File: config.mk
export PLATFORM = sky130hd
export DESIGN_NAME = node_state_reg
export DESIGN_NICKNAME = d
export VERILOG_FILES = /design/src/rtl/node_state_reg.sv
export SDC_FILE = /design/constraint.sdc
export NUM_CORES = 1
export LEC_CHECK = 0
export BUFFER_PORTS_ARGS = -buffer_cell sky130_fd_sc_hd__buf_2
export CAP_MARGIN = 20
export CELL_PAD_IN_SITES_DETAIL_PLACEMENT = 1
export CELL_PAD_IN_SITES_GLOBAL_PLACEMENT = 1
export CORE_ASPECT_RATIO = 1.4
export CORE_MARGIN = 4
export CORE_UTILIZATION = 18
export DETAILED_ROUTE_END_ITERATION = 7
export PLACE_DENSITY_LB_ADDON = 0.1
export SLEW_MARGIN = 10
export SYNTH_ARGS = -nofsm -noshare
export SYNTH_HDL_FRONTEND = slang
export SYNTH_SLANG_ARGS = --single-unit
File: constraint.sdc
create_clock -name clk -period 0.95 [get_ports clk]
set_input_delay 0.095 -clock clk [delete_from_list [all_inputs] [get_ports clk]]
set_output_delay 0.095 -clock clk [all_outputs]
set_load 0.01 [all_outputs]
File: src/rtl/node_state_reg.sv
module node_state_reg #(
  parameter logic [31:0] CAPS = 32'h0000_83C0,
  parameter int unsigned CMSTR_BIT = 8,
  parameter int unsigned ABDIC_BIT = 10,
  parameter int unsigned DREQ_BIT  = 12
) (
  input  logic        clk,
  input  logic        rst_n,
  input  logic        set_stb,
  input  logic        clr_stb,
  input  logic [31:0] wdata,
  input  logic        bus_reset,
  input  logic        is_root,
  input  logic        cm_capable,
  output logic [31:0] state_word,
  output logic [31:0] caps_word,
  output logic        cm_enable
);

  logic cmstr_q, abdic_q, dreq_q, was_root_q, en_q;
  logic set_c, clr_c, set_a, clr_a, set_d, clr_d;

  assign set_c = set_stb & wdata[CMSTR_BIT];
  assign clr_c = clr_stb & wdata[CMSTR_BIT];
  assign set_a = set_stb & wdata[ABDIC_BIT];
  assign clr_a = clr_stb & wdata[ABDIC_BIT];
  assign set_d = set_stb & wdata[DREQ_BIT];
  assign clr_d = clr_stb & wdata[DREQ_BIT];

  always_ff @(posedge clk or negedge rst_n) begin
    if (!rst_n) begin
      cmstr_q    <= 1'b0;
      abdic_q    <= 1'b0;
      dreq_q     <= 1'b0;
      was_root_q <= 1'b0;
      en_q       <= 1'b0;
    end else if (bus_reset) begin
      abdic_q <= 1'b0;
      if (!is_root) begin
        was_root_q <= 1'b0;
        cmstr_q    <= 1'b0;
      end else if (!was_root_q) begin
        was_root_q <= 1'b1;
        cmstr_q    <= cm_capable;
        en_q       <= cm_capable;
      end
    end else begin
      cmstr_q <= (cmstr_q | set_c) & ~clr_c;
      abdic_q <= (abdic_q | set_a) & ~clr_a;
      dreq_q  <= (dreq_q  | set_d) & ~clr_d;
      if (is_root && clr_c)      en_q <= 1'b0;
      else if (is_root && set_c) en_q <= 1'b1;
    end
  end

  always_comb begin
    state_word            = '0;
    state_word[CMSTR_BIT] = cmstr_q;
    state_word[ABDIC_BIT] = abdic_q;
    state_word[DREQ_BIT]  = dreq_q;
  end

  assign caps_word = CAPS;
  assign cm_enable = en_q & is_root;

  p_reset_abdicate_r5: assert property (@(posedge clk) disable iff (!rst_n)
    bus_reset |=> !state_word[ABDIC_BIT] && $stable(state_word[DREQ_BIT]));

  p_nonroot_reset_r6: assert property (@(posedge clk) disable iff (!rst_n)
    bus_reset && !is_root |=> !state_word[CMSTR_BIT] && !was_root_q && $stable(en_q));

  p_new_root_r7: assert property (@(posedge clk) disable iff (!rst_n)
    bus_reset && is_root && !was_root_q |=>
      was_root_q && state_word[CMSTR_BIT] == $past(cm_capable) && en_q == $past(cm_capable));

  p_old_root_r8: assert property (@(posedge clk) disable iff (!rst_n)
    bus_reset && is_root && was_root_q |=> $stable(state_word[CMSTR_BIT]) && $stable(en_q));

  p_root_set_on_r4: assert property (@(posedge clk) disable iff (!rst_n)
    !bus_reset && set_stb && !clr_stb && wdata[CMSTR_BIT] && is_root |=> en_q);

  p_root_clr_off_r4: assert property (@(posedge clk) disable iff (!rst_n)
    !bus_reset && clr_stb && wdata[CMSTR_BIT] && is_root |=> !en_q);

  p_write_during_reset_r12: assert property (@(posedge clk) disable iff (!rst_n)
    bus_reset && set_stb |=> !state_word[ABDIC_BIT]);

endmodule

* Yosys cells after proc, flatten, opt, wreduce, memory -nomap -nowiden
Index checks and enable logic that the tools add are counted.
** Word-level totals
- Register bits after elaboration :: 5
- Latch bits :: 0
- Memory bits (writable) :: 0
- Memory bits (read-only) :: 0
- Bits of input ports :: 39
- Output and inout port bits :: 65
- Word-level logic and storage cells :: 37
- Memories kept :: 0
** Cells by class
- $add $sub $neg :: 0
- $mul :: 0
- Divide/modulo/power cells :: 0
- Magnitude comparators :: 0
- Equality and inequality tests :: 3
- Shift-type cells :: 0
- Mux-type cells :: 9
- Bitwise operators :: 16
- Reductions and logical operators :: 4
** Operators with widths (number)
- 1-bit bitwise AND :: 10
- 1-bit 2-to-1 mux :: 9
- 3-bit != test, second input constant :: 1
- 1-bit NOT :: 3
- 1-bit bitwise OR :: 3
- 3-bit AND reduction :: 1
- 3-bit nonzero test :: 1
- 1-bit logical AND :: 2
- 2-bit by 1-bit != test with 1-bit output, second input constant :: 1
- 2-bit != test, second input constant :: 1

* Longest topological paths before layout
- Depth in word-level cells :: 5
- Mapped depth :: 3
- Depth with buffers taken out :: 3

* Worst setup path after synthesis
Ideal clock, no wire load.
- Path kind :: flip-flop to flip-flop
- Start point :: register was_root_q
- End point :: register en_q
- Setup time :: 0.133 ns
- Arrival :: 0.709 ns
- Required time :: 0.817 ns
- Setup slack :: 0.108 ns
- Stages on the path, launching flop included :: 3
- Path buffers :: 0
- Clock period less this slack :: 0.842 ns
- Path through :: dfrtp_1 -> o31ai_1 -> a22oi_1
** Between the ends
- Longest elaborated chain between the ends :: 2
** RTL lines
- from (decl) :: line 20 : logic cmstr_q, abdic_q, dreq_q, was_root_q, en_q;
- from (signal assigned) :: line 35 : was_root_q <= 1'b0;
- from (signal assigned) :: line 40 : was_root_q <= 1'b0;
- from (signal assigned) :: line 43 : was_root_q <= 1'b1;
- 2-bit != test (no source line)
- 3-bit AND reduction (no source line)
- to (signal assigned) :: line 45 : en_q <= cm_capable;
- to (decl) :: line 20
Every way passes these cells.
A chain may end at the register's enable or synchronous reset.

* Worst setup path after layout
- Start point :: register en_q
- End point :: output port cm_enable
** Between the ends
- Longest elaborated chain between the ends :: 1
** RTL lines
- 1-bit bitwise AND :: line 64 : assign cm_enable = en_q & is_root;
- to (decl) :: line 17 : output logic cm_enable
Every way passes these cells.

==> metrics.txt <==
status=finished, violations left; failing checks=setup timing; largest net degree at the start of global routing=9; post-DP HPWL=1.16 mm; post-CTS setup buffer count=0; clock-pin slew on the worst setup and hold paths=0.04 ns; data required time of the critical path=0.85 ns; clock root buffer=clkbuf_8; Tcrit/Tclk final=1.00; Design Area, Final=653 um^2; cell with the most instances after synthesis=buf_4; YS warnings=0; CP arrival=0.86 ns; FF+latch count, synth=5; worst skew pair latency=0.22 ns; top cell type's share of synthesized area=0.655; f_max=1050 MHz; RePlAce Congestion=0.671; Post-synth EDFFs=0; Layout fillers=493; Final Hold Slack=0.0763 ns; most instantiated cells after synthesis=buf_4 (64), dfrtp_1 (5), a21oi_1 (4); worst-path maximum fanout=2; first-pass GRT wire length=1.81 mm; fraction of layout cells with a size suffix above 1=0.175; Max Cap Violations=0; area added between synthesis and finish=-10.9%; Die Span Y=83.5 um; CTS tree=built; Mapped Area=733 um^2; main area contributors after synthesis=buf_4 (66%), dfrtp_1 (17%), a21oi_1 (2.7%), mux2i_1 (1.4%), o21ai_0 (1.4%); post-synth top area cell=buf_4; Main synth FF type=dfrtp_1; number of remaining DRC errors=0; Final Hold Fails=0; number of DRC markers in iteration 0=4; Port Buf Inserts=13; Hold Crit Class=in2reg; CP Class=reg2out; CP Launch Type=flop; number of I/O pins=104; DIE AREA=5170 um^2; sequential area share after synthesis=0.171; Max VDD drop=0.000655 V; Max Clock Skew=0.000241 ns; Worst setup EP type=output port; Leak=0.387 nW; synth unique cells=17; Initial Util=0.187; initial antenna violation count=0; final core utilization=0.167; Power Dens Cells=1360 nW/um^2; cell count after synthesis=90; num rows=27; final worst slack=-0.000689 ns; Post-DRT Antenna Nets=0; routed via count divided by cell count=2.82; Final setup viols=1; first-pass detailed-route iteration total=2; CTS buffer count=3; vias in the first global route=392; Post-DP Area=593 um^2; Async SR Flop Fraction=1.00; H-tree depth=1; unrepaired setup endpoints after global routing=true; Mean Syn Cell Area=8.15 um^2; fin crit period=0.951 ns; Overflow after GRT=0; Total GRT Usage=0.0461; Final Slew Violations=0; Clock Tree Buf Depth=2; Die Wd=61.9 um; core area=3920 um^2; Nets=143; routed vias=411; ANT cells=0; final WL=1.34 mm; Clock Sinks=5; Wirelength per Cell=9.14 um
## layout make-up
| class | count | area, um^2 | area share |
|---|---|---|---|
| multi-input combinational | 78 | 347 | 0.531 |
| clock buffer | 4 | 45.0 | 0.0690 |
| tap | 43 | 53.8 | 0.0824 |
| timing repair buffer | 14 | 75.1 | 0.115 |
| inverter | 2 | 7.51 | 0.0115 |
| sequential | 5 | 125 | 0.192 |
## report_power, final
part	internal, mW	leakage, nW	total (mW)	switching [mW]
sequential	0.240	0.0616	0.256	0.0162
clock	0.288	0.0228	0.397	0.108
combinational	0.0584	0.303	0.237	0.179
## cell families (layout without fill, tap and decap cells)
logic type / count (synthesis) / in the layout / share of synthesized area
DFF: 5 / 5 / 0.171
buffers and inverters: 66 / 20 / 0.666
other: 2 / 61 / 0.0102
muxes: 1 / 1 / 0.0137
AOI/OAI and AO/OA: 12 / 12 / 0.104
and+or+nand+nor: 4 / 4 / 0.0358
## repair_timing
action	in CTS	in global routing
pin swaps	0	1
hold endpoints to repair	5	0
resized for setup	0	1
cloned	0	0
hold buffers	1	0
setup endpoints to repair	1	2
## worst paths after layout
check	from	endpoint	slack, ns	depth (start not counted)
min	wdata[10]	abdic_q$_DFF_PN0_	0.08	2
max reg2reg	was_root_q$_DFFE_PN0P_	en_q$_DFFE_PN0P_	0.11	2
max	en_q$_DFFE_PN0P_	cm_enable	-0.0007	2
min in group asynchronous	rst_n	abdic_q$_DFF_PN0_	0.23	2
min reg2reg	dreq_q$_DFFE_PN0N_	dreq_q$_DFFE_PN0N_	0.53	2
max in group asynchronous	rst_n	en_q$_DFFE_PN0P_	0.58	2
## routing by layer
layer,vias to the layer above,share of wire,global-route usage
met5,-,0,0
li1,188,-,-
met3,4,0.19,0.0248
met4,0,0.010,0.0232
met2,41,0.47,0.0736
met1,178,0.33,0.0465
## stage by stage
stage / setup slack [ns] / power, mW / TNS, ns / cells
floorplan: 0.108 / 0.619 / 0 / 149
global placement: 0.0413 / 0.482 / 0 / 141
detailed placement: 0.0437 / 0.482 / 0 / 141
CTS: -0.0127 / 0.894 / -0.0127 / 146
global route: -0.0519 / 0.963 / -0.0519 / 146
finish: -0.000689 / 0.890 / -0.000689 / 146
## sequential cells by signal (all words and copies together), names as in the netlist
name and flops:
dreq_q 1, cmstr_q 1, was_root_q 1, abdic_q 1
en_q 1
## worst max-delay path: stages (launching register included)
cell     delay (ns)
dfrtp_1        0.37
and2_1         0.13
buf_2          0.13
## placed cells by master, fill, tap and decap left out, types with 2 or more instances in the layout
cell	netlist	routed
o21ai_0	2	2
a21oi_1	4	4
buf_2	0	13
inv_1	2	2
clkbuf_8	0	3
dfrtp_1	5	5
conb_1	2	61
Power figures use the tool's default switching activity.
